### src/rtl/step_seq_pkg.sv
package step_seq_pkg;

    localparam int RATE_W = 5;

    typedef enum logic [2:0] {
        OP_NONE,
        OP_RESTORE,
        OP_SEEK,
        OP_STEP,
        OP_STEP_IN,
        OP_STEP_OUT
    } op_e;

    typedef enum logic [1:0] {
        ST_IDLE,
        ST_SETUP,
        ST_PULSE,
        ST_SETTLE
    } state_e;

endpackage

### src/rtl/step_tick_gen.sv
module step_tick_gen #(
    parameter int CLK_PER_TICK = 8000
) (
    input  logic clk,
    input  logic rst_n,
    input  logic restart,
    output logic tick
);
    localparam int CNT_W = (CLK_PER_TICK > 1) ? $clog2(CLK_PER_TICK) : 1;
    localparam logic [CNT_W-1:0] LAST = CNT_W'(CLK_PER_TICK - 1);

    logic [CNT_W-1:0] cnt_q;

    always_ff @(posedge clk or negedge rst_n) begin
        if (!rst_n) begin
            cnt_q <= '0;
        end else if (restart || cnt_q == LAST) begin
            cnt_q <= '0;
        end else begin
            cnt_q <= cnt_q + CNT_W'(1);
        end
    end

    assign tick = !restart && (cnt_q == LAST);

endmodule

### src/rtl/step_rate_sel.sv
module step_rate_sel
    import step_seq_pkg::*;
(
    input  logic              variant_b,
    input  logic [1:0]        code,
    output logic [RATE_W-1:0] ticks
);
    always_comb begin
        unique case (code)
            2'b00:   ticks = RATE_W'(6);
            2'b01:   ticks = RATE_W'(12);
            2'b10:   ticks = variant_b ? RATE_W'(2) : RATE_W'(20);
            default: ticks = variant_b ? RATE_W'(3) : RATE_W'(30);
        endcase
    end
endmodule

### src/rtl/step_cmd_decode.sv
module step_cmd_decode
    import step_seq_pkg::*;
(
    input  logic [7:0] cmd_byte,
    output op_e        op
);
    always_comb begin
        unique casez (cmd_byte[7:4])
            4'b0000: op = OP_RESTORE;
            4'b0001: op = OP_SEEK;
            4'b001?: op = OP_STEP;
            4'b010?: op = OP_STEP_IN;
            4'b011?: op = OP_STEP_OUT;
            default: op = OP_NONE;
        endcase
    end
endmodule

### src/rtl/step_seq.sv
module step_seq
    import step_seq_pkg::*;
#(
    parameter int CLK_PER_TICK  = 8000,
    parameter int PULSE_TICKS   = 1,
    parameter int RESTORE_LIMIT = 255
) (
    input  logic       clk,
    input  logic       rst_n,
    input  logic       cmd_valid,
    input  logic [7:0] cmd_byte,
    input  logic [7:0] seek_target,
    input  logic       at_track0,
    input  logic       variant_b,
    output logic       step_out,
    output logic       dir_out,
    output logic       busy,
    output logic [7:0] track,
    output logic       restore_fail
);
    localparam int NS_W = $clog2(RESTORE_LIMIT + 1);
    localparam logic [NS_W-1:0]   NS_LIMIT   = NS_W'(RESTORE_LIMIT);
    localparam logic [RATE_W-1:0] PULSE_LAST = RATE_W'(PULSE_TICKS - 1);

    state_e            state_q, state_d;
    op_e               dec_op, op_q;
    logic              tick, accept, need_step, decide, pulse_end, enter_pulse;
    logic              restore_ok, restore_bad;
    logic [RATE_W-1:0] rate_ticks, interval_q, elapsed_q;
    logic [7:0]        track_q, target_q;
    logic              dir_q, fail_q;
    logic [NS_W-1:0]   nsteps_q;

    step_cmd_decode u_decode (
        .cmd_byte (cmd_byte),
        .op       (dec_op)
    );

    step_rate_sel u_rate (
        .variant_b (variant_b),
        .code      (cmd_byte[1:0]),
        .ticks     (rate_ticks)
    );

    assign accept = cmd_valid && (state_q == ST_IDLE) && (dec_op != OP_NONE);

    step_tick_gen #(.CLK_PER_TICK(CLK_PER_TICK)) u_tick (
        .clk     (clk),
        .rst_n   (rst_n),
        .restart (accept),
        .tick    (tick)
    );

    // whether one more pulse is due at a decision point
    always_comb begin
        unique case (op_q)
            OP_SEEK:     need_step = (track_q != target_q);
            OP_RESTORE:  need_step = !at_track0 && (nsteps_q != NS_LIMIT);
            OP_STEP,
            OP_STEP_IN,
            OP_STEP_OUT: need_step = (nsteps_q == '0);
            default:     need_step = 1'b0;
        endcase
    end

    assign decide = tick && ((state_q == ST_SETUP) ||
                             ((state_q == ST_SETTLE) &&
                              (elapsed_q == interval_q - RATE_W'(1))));
    assign pulse_end   = tick && (state_q == ST_PULSE) && (elapsed_q == PULSE_LAST);
    assign enter_pulse = decide && need_step;
    assign restore_ok  = decide && (op_q == OP_RESTORE) && at_track0;
    assign restore_bad = decide && (op_q == OP_RESTORE) && !at_track0 &&
                         (nsteps_q == NS_LIMIT);

    // next-state logic
    always_comb begin
        state_d = state_q;
        unique case (state_q)
            ST_IDLE:   if (accept)    state_d = ST_SETUP;
            ST_SETUP,
            ST_SETTLE: if (decide)    state_d = need_step ? ST_PULSE : ST_IDLE;
            ST_PULSE:  if (pulse_end) state_d = ST_SETTLE;
            default:                  state_d = ST_IDLE;
        endcase
    end

    // state register
    always_ff @(posedge clk or negedge rst_n) begin
        if (!rst_n) state_q <= ST_IDLE;
        else        state_q <= state_d;
    end

    // command context and track datapath
    always_ff @(posedge clk or negedge rst_n) begin
        if (!rst_n) begin
            op_q       <= OP_NONE;
            interval_q <= RATE_W'(6);
            elapsed_q  <= '0;
            target_q   <= '0;
            track_q    <= '0;
            dir_q      <= 1'b0;
            fail_q     <= 1'b0;
            nsteps_q   <= '0;
        end else begin
            if (accept) begin
                op_q       <= dec_op;
                interval_q <= rate_ticks;
                target_q   <= seek_target;
                nsteps_q   <= '0;
                fail_q     <= 1'b0;
                unique case (dec_op)
                    OP_RESTORE,
                    OP_STEP_OUT: dir_q <= 1'b0;
                    OP_STEP_IN:  dir_q <= 1'b1;
                    OP_SEEK: begin
                        if (seek_target > track_q)      dir_q <= 1'b1;
                        else if (seek_target < track_q) dir_q <= 1'b0;
                    end
                    default: dir_q <= dir_q;
                endcase
            end
            if (enter_pulse) begin
                elapsed_q <= '0;
                nsteps_q  <= nsteps_q + NS_W'(1);
                track_q   <= dir_q ? track_q + 8'd1 : track_q - 8'd1;
            end else if (tick && (state_q == ST_PULSE || state_q == ST_SETTLE)) begin
                elapsed_q <= elapsed_q + RATE_W'(1);
            end
            if (restore_ok)  track_q <= 8'd0;
            if (restore_bad) fail_q  <= 1'b1;
        end
    end

    // outputs
    always_comb begin
        step_out     = (state_q == ST_PULSE);
        busy         = (state_q != ST_IDLE);
        dir_out      = dir_q;
        track        = track_q;
        restore_fail = fail_q;
    end

endmodule

### config.mk
export PLATFORM = sky130hd
export DESIGN_NAME = step_seq
export DESIGN_NICKNAME = d
export VERILOG_FILES = /design/src/rtl/step_seq_pkg.sv /design/src/rtl/step_tick_gen.sv /design/src/rtl/step_rate_sel.sv /design/src/rtl/step_cmd_decode.sv /design/src/rtl/step_seq.sv
export SDC_FILE = /design/constraint.sdc
export NUM_CORES = 1
export LEC_CHECK = 0
export CAP_MARGIN = 20
export CORE_UTILIZATION = 50
export CTS_BUF_LIST = sky130_fd_sc_hd__clkbuf_8
export DETAILED_ROUTE_END_ITERATION = 10
export GPL_TIMING_DRIVEN = 0
export PLACE_DENSITY = 0.72
export SYNTH_ARGS = -nofsm -noshare
export SYNTH_HDL_FRONTEND = slang
export SYNTH_SLANG_ARGS = --single-unit
### constraint.sdc
create_clock -name clk -period 3.1 [get_ports clk]
set_input_delay 0.62 -clock clk [delete_from_list [all_inputs] [get_ports clk]]
set_output_delay 0.62 -clock clk [all_outputs]
set_load 0.03 [all_outputs]
**Word level (Yosys, flattened, before mapping)**

Index checks and enable logic that the tools add are counted.

- Memories kept: 0
- Bits in latches: 0
- Word-level logic and storage cells: 104
- ROM bits: 0
- Register bits after elaboration: 54
- Output and inout port bits: 12
- RAM bits: 0

- $mul: 0
- Mux-type cells: 23
- $lt $le $gt $ge: 2
- Div/mod/pow operators: 0
- Shift-type cells: 0
- Reductions and logical operators: 36
- Bitwise operators: 0
- Equality and inequality tests: 27
- Add/subtract/negate cells: 6

Operator list:

| operator | count |
|---|---|
| 8-bit two-way mux | 5 |
| 5-bit two-way mux | 4 |
| 8-bit by 1-bit adder with 8-bit output (second input constant) | 2 |
| 3-bit by 2-bit == test with 1-bit output (second input constant) | 5 |
| 3-bit one-hot mux with 5 select lines | 1 |
| 5-bit one-hot mux with 3 select lines | 1 |
| 1-bit logical AND | 14 |
| 13-bit by 1-bit adder with 13-bit output (second input constant) | 1 |
| 13-bit == test (second input constant) | 1 |
| 13-bit two-way mux | 1 |
| 3-bit == test (second input constant) | 4 |
| 2-bit nonzero test | 5 |
| 3-bit by 1-bit == test with 1-bit output (second input constant) | 3 |
| 8-bit == test (second input constant) | 1 |
| 8-bit greater-than comparator | 1 |
| 8-bit zero test | 1 |
| 8-bit < comparator | 1 |
| 2-bit two-way mux | 4 |
| 8-bit inequality test | 1 |
| 8-bit inequality test (second input constant) | 1 |
| 8-bit by 1-bit subtractor with 8-bit output (second input constant) | 1 |
| 2-bit == test (second input constant) | 3 |
| 1-bit one-hot mux with 3 select lines | 2 |
| 2-bit one-hot mux with 3 select lines | 1 |
| 18 further kinds | 30 |

**Depth between registers and ports, before layout**

- Depth in word-level cells: 11
- Depth in mapped cells: 10

**Hierarchy**

Synthesis repeated with hierarchy kept, for this count alone.

- Cells, all modules: 370
- Area total of the unflattened synthesis: 3427.0 um2

By module, submodules not included:

| module | area an instance (um2) | seq. area each (um2) | cells each | instances |
|---|---|---|---|---|
| step_seq | 2636.3 | 1028.5 | 284 | 1 |
| step_tick_gen | 714.4 | 325.3 | 75 | 1 |
| step_rate_sel | 47.5 | 0.0 | 6 | 1 |
| step_cmd_decode | 28.8 | 0.0 | 5 | 1 |

**Least setup slack after synthesis**

No wires, ideal clock.

- Path kind: reg2reg
- Start point: register dir_q, in the netlist dir_out
- End point: register track_q[7], in the netlist track[7]
- Path slack: 0.626 ns
- Data required time: 3.023 ns
- Arrival time: 2.396 ns
- Cell stages (with the launch flop): 10
- Period minus slack after synthesis: 2.474 ns
- Path buffers: 0
- Cell sequence: dfrtp_1 > inv_1 > ha_1 > a21o_1 > a211oi_1 > nor2_1 > o41ai_1 > xnor2_1 > or3_1 > a21oi_1

- Word-level cells in the longest chain between the ends: 3

Ends and longest elaborated chain:

| what | line | source |
|---|---|---|
| start: declaration | step_seq.sv:31 | `logic dir_q, fail_q;` |
| start signal: assignment | step_seq.sv:119 | `default: dir_q <= dir_q;` |
| 8-bit two-way mux | step_seq.sv:125 | `track_q <= dir_q ? track_q + 8'd1 : track_q - 8'd1;` |
| 8-bit two-way mux | step_seq.sv:122 | `if (enter_pulse) begin` |
| 8-bit two-way mux | step_seq.sv:129 | `if (restore_ok) track_q <= 8'd0;` |
| end signal: assignment | step_seq.sv:125 |  |
| end: declaration | step_seq.sv:30 | `logic [7:0] track_q, target_q;` |

Every way passes these cells. The select of a mux whose other input is x is not followed.
A chain may end at the register's enable or synchronous reset.

**Worst setup path after layout**

- Start point: input port cmd_byte[7]
- End point: register interval_q[4]

- Word-level cells in the longest chain between the ends: 4
- Elaborated cells between the ends (all ways): 8
- Classes of those cells: eq/ne: 4; mux: 1; reduce/logical: 3

Ends and longest elaborated chain:

| what | line | source |
|---|---|---|
| start: declaration | step_seq.sv:11 | `input logic [7:0] cmd_byte,` |
| 4-bit by 1-bit == test with 1-bit output, or another cell as far along | step_cmd_decode.sv:8 | `unique casez (cmd_byte[7:4])` |
| 3-bit one-hot mux with 5 select lines * | step_cmd_decode.sv:8 |  |
| 3-bit nonzero test * | step_seq.sv:45 | `assign accept = cmd_valid && (state_q == ST_IDLE) && (dec_op != OP_NONE);` |
| 1-bit logical AND * | step_seq.sv:45 |  |
| end signal: assignment | step_seq.sv:107 | `interval_q <= rate_ticks;` |
| end: declaration | step_seq.sv:29 | `logic [RATE_W-1:0] rate_ticks, interval_q, elapsed_q;` |

Mark *: on every way between the ends. The rest lies on a longest branch, timed or not.

==> impl_metrics.env <==
export IMPL_run_status="finished clean"
export IMPL_power_leakage_nw=1.67
export IMPL_synthToLayoutAreaGrowth_pct=15.7
export IMPL_synth_simple_gate_area_share_pct=23.6
export IMPL_total_power_mw=1.58
export IMPL_via_per_inst=5.33
export IMPL_clk_insertion_delay_late_ns=0.32
export IMPL_share_of_synthesized_area_spent_on_multiplexers_pct=1.61
export IMPL_period_share_pct=84.5
export IMPL_instances_no_fill=466
export IMPL_syn_cell_area_um2=3200
export IMPL_place_area_um2=3600
export IMPL_filler_cell_count=537
export IMPL_area_of_the_die_um2=6710
export IMPL_synth_adder_area_share_pct=8.46
export IMPL_detail_route_wl_per_cell_um=14.3
export IMPL_synth_largest_area_cell="sky130_fd_sc_hd__dfrtp_1"
export IMPL_powerDensity_nw_per_um2=428
export IMPL_stdcell_area_um2=3700
export IMPL_dr_total_vias=2483
export IMPL_ctsResizeCount=0
export IMPL_critPathLaunchType="input pin"
export IMPL_post_synth_xor_area_fraction_pct=9.32
export IMPL_tritoncts="done"
export IMPL_drt_iter0_drc=104
export IMPL_cts_root_buf="sky130_fd_sc_hd__clkbuf_8"
export IMPL_drc=0
export IMPL_place_hpwl_mm=4.94
export IMPL_tightest_slew_ns=0.745
export IMPL_layout_cells_sized_above_1_pct=6.14
export IMPL_finalWorstPathRequiredPeriod_ns=2.62
export IMPL_synth_top_family_by_area="simple AND/OR/NAND/NOR gates"
export IMPL_drv_slew=0
export IMPL_synth_main_ff_cell="sky130_fd_sc_hd__dfrtp_1"
export IMPL_finish_utilization_pct=61.4
export IMPL_h_tree_depth=2
export IMPL_syn_nets=394
export IMPL_netlist_instances=352
export IMPL_drv_cap=0
export IMPL_setup_worst_path_end_class="flip-flop"
export IMPL_dp_worst_setup_slack_ns=0.139
export IMPL_clkSinkCount=54
export IMPL_count_of_buffers_from_port_buffering=30
export IMPL_fp_dieH_um=81.9
export IMPL_grt_overflow_total=0
export IMPL_path_max_fanout=10
export IMPL_grt_antenna_before_repair=0
export IMPL_cts_root_to_sink_buffers=2
export IMPL_timing_max_slew_rel_slack_pct=50.2
export IMPL_ant_nets=0
export IMPL_synth_compound_gate_area_share_pct=10.9
export IMPL_synth_seq_cells=54
export IMPL_critical_path_arrival_ns=2.88
export IMPL_global_route_usage_total_pct=22.4
export IMPL_floorplan_initialDensity_pct=53.0
export IMPL_replace_congestion=0.842
export IMPL_post_synth_num_cell_types=44
export IMPL_ys_warnings_count=0
export IMPL_hold_slack_ns=0.312
export IMPL_final_setup_viol_count=0
export IMPL_finalWirelength_mm=6.65
export IMPL_io_pin_count=33
export IMPL_total_iterations_of_the_first_detailed_routing_run=4
export IMPL_synth_seq_area_share_pct=42.4
export IMPL_hold_violations=0
export IMPL_peakVddDrop_uv=412
export IMPL_grt_start_max_net_pins=29
export IMPL_final_setup_tns_ns=0
export IMPL_post_place_cells=458
export IMPL_fin_ws_ns=0.481
export IMPL_holdBufCountCts=0
export IMPL_numCtsBuffers=5
export IMPL_diodes=0
export IMPL_timing_critical_path_required_ns=3.36
export IMPL_synth_avg_cell_area_um2=9.08
export IMPL_grt_pass1_vias=2452
export IMPL_critical_path_class="input pin to flip-flop"
export IMPL_grt_pass1_wl_mm=11.3
export IMPL_yosys_top_cell_area_share_pct=40.7
export IMPL_finalNetCount=432
export IMPL_row_count=28
export IMPL_maximum_frequency_from_static_timing_analysis_mhz=382
export IMPL_cts_clk_slew_worst_paths_ns=0.10
export IMPL_setup_repair_after_global_routing_missed_its_margin="no"
export IMPL_chipWidth_um=81.9
export IMPL_count_of_flip_flops_with_a_built_in_enable_after_synthesis=0
export IMPL_finalClockSkew_ns=0.00607
export IMPL_synth_area_leaders="sky130_fd_sc_hd__dfrtp_1, sky130_fd_sc_hd__ha_1, sky130_fd_sc_hd__xnor2_1"
export IMPL_postSynth_asyncResetShare_pct=100
export IMPL_core_area_um2=6030
export IMPL_timing_hold_worst_class="input pin to asynchronous set/reset pin"
export IMPL_post_cts_repair_setup_buffers=0
## report_power, final
| part | switching, mW | total [mW] | internal (mW) |
|---|---|---|---|
| clock | 0.251 | 0.415 | 0.164 |
| sequential | 0.0902 | 0.890 | 0.800 |
| combinational | 0.135 | 0.279 | 0.144 |
## critical path: stages
cell	delay [ns]
sky130_fd_sc_hd__clkdlybuf4s50_1	0.49
sky130_fd_sc_hd__nor3b_1	0.67
sky130_fd_sc_hd__clkbuf_1	0.42
sky130_fd_sc_hd__clkbuf_1	0.47
sky130_fd_sc_hd__nand3_1	0.13
sky130_fd_sc_hd__nand2_1	0.07
## layout make-up
cell class	instances	area, µm²	share of cell area, %
inverter	22	82.6	2.23
clock buffer	5	68.8	1.86
sequential	54	1350	36.6
buffer	9	35.0	0.947
timing repair buffer	31	315	8.53
multi-input combinational	267	1720	46.6
clock inverter	3	25.0	0.677
tap	75	93.8	2.54
## routing by layer
metal / wire length, µm / up-vias / GRT usage [%] / part of all wire (%)
li1: - / 1266 / - / -
met1: 3180 / 1162 / 29.3 / 48
met2: 3100 / 45 / 36.7 / 47
met3: 240 / 10 / 4.78 / 3.6
met4: 128 / 0 / 7.37 / 1.9
met5: 0 / - / 0 / 0
## final timing paths
kind,to,slack (ns),cells after the start,from
max,interval_q[4],0.48,6,cmd_byte[7]
min,interval_q[0],0.31,1,rst_n
max reg2reg,track[7],0.51,9,dir_out
min reg2reg,u_tick.cnt_q[0],0.48,1,u_tick.cnt_q[0]
max in group asynchronous,track[6],2.21,2,rst_n
min in group clk,u_tick.cnt_q[0],0.48,1,u_tick.cnt_q[0]
## state kept, by name, indices dropped and copies added, names as in the netlist, named ones only
name	flops
u_tick.cnt_q	13
state_q	1
restore_fail	1
interval_q	5
target_q	8
track	8
dir_out	1
elapsed_q	5
op_q	3
nsteps_q	8
## synthesized netlist by cell type (all sizes together), types with 2 or more instances
master / instances
nor2b: 6
dfstp: 2
xor2: 9
nand2b: 8
nand4: 10
xnor2: 25
nand3: 10
nor2: 42
nor4b: 3
o211ai: 3
mux2i: 4
nand2: 46
and3: 7
inv: 22
o21ai: 14
dfrtp: 52
or2: 6
a31oi: 2
nor4: 4
o31ai: 2
nor3: 4
ha: 20
or3b: 2
clkbuf: 8
a21oi: 15
a21o: 11
a211oi: 2
## cell families (layout without fill, tap and decap cells)
family	count (synthesis)	after routing
fa+ha+maj	21	21
mux	5	5
xor+xnor	34	34
buf+inv	31	70
simple gates	152	152
flops	54	54
compound gates	55	55
## layout by cell type, fill, tap and decap left out, types with 3 or more instances in the layout
cell                              count
sky130_fd_sc_hd__xnor2_1             25
sky130_fd_sc_hd__nor2b_1              6
sky130_fd_sc_hd__nand2_1             46
sky130_fd_sc_hd__clkdlybuf4s50_1     29
sky130_fd_sc_hd__and3_1               7
sky130_fd_sc_hd__inv_1               22
sky130_fd_sc_hd__nand4_1             10
sky130_fd_sc_hd__ha_1                20
sky130_fd_sc_hd__dfrtp_1             52
sky130_fd_sc_hd__nor4b_1              3
sky130_fd_sc_hd__clkbuf_1             8
sky130_fd_sc_hd__or2_2                5
sky130_fd_sc_hd__a21oi_1             15
sky130_fd_sc_hd__nand2b_1             8
sky130_fd_sc_hd__nand3_1             10
sky130_fd_sc_hd__clkbuf_8             5
sky130_fd_sc_hd__nor4_1               3
sky130_fd_sc_hd__a21o_1              11
sky130_fd_sc_hd__mux2i_1              4
sky130_fd_sc_hd__o211ai_1             3
sky130_fd_sc_hd__nor3_1               4
sky130_fd_sc_hd__xor2_1               9
sky130_fd_sc_hd__o21ai_0             14
sky130_fd_sc_hd__nor2_1              41
(Power assumes the default switching activity.)
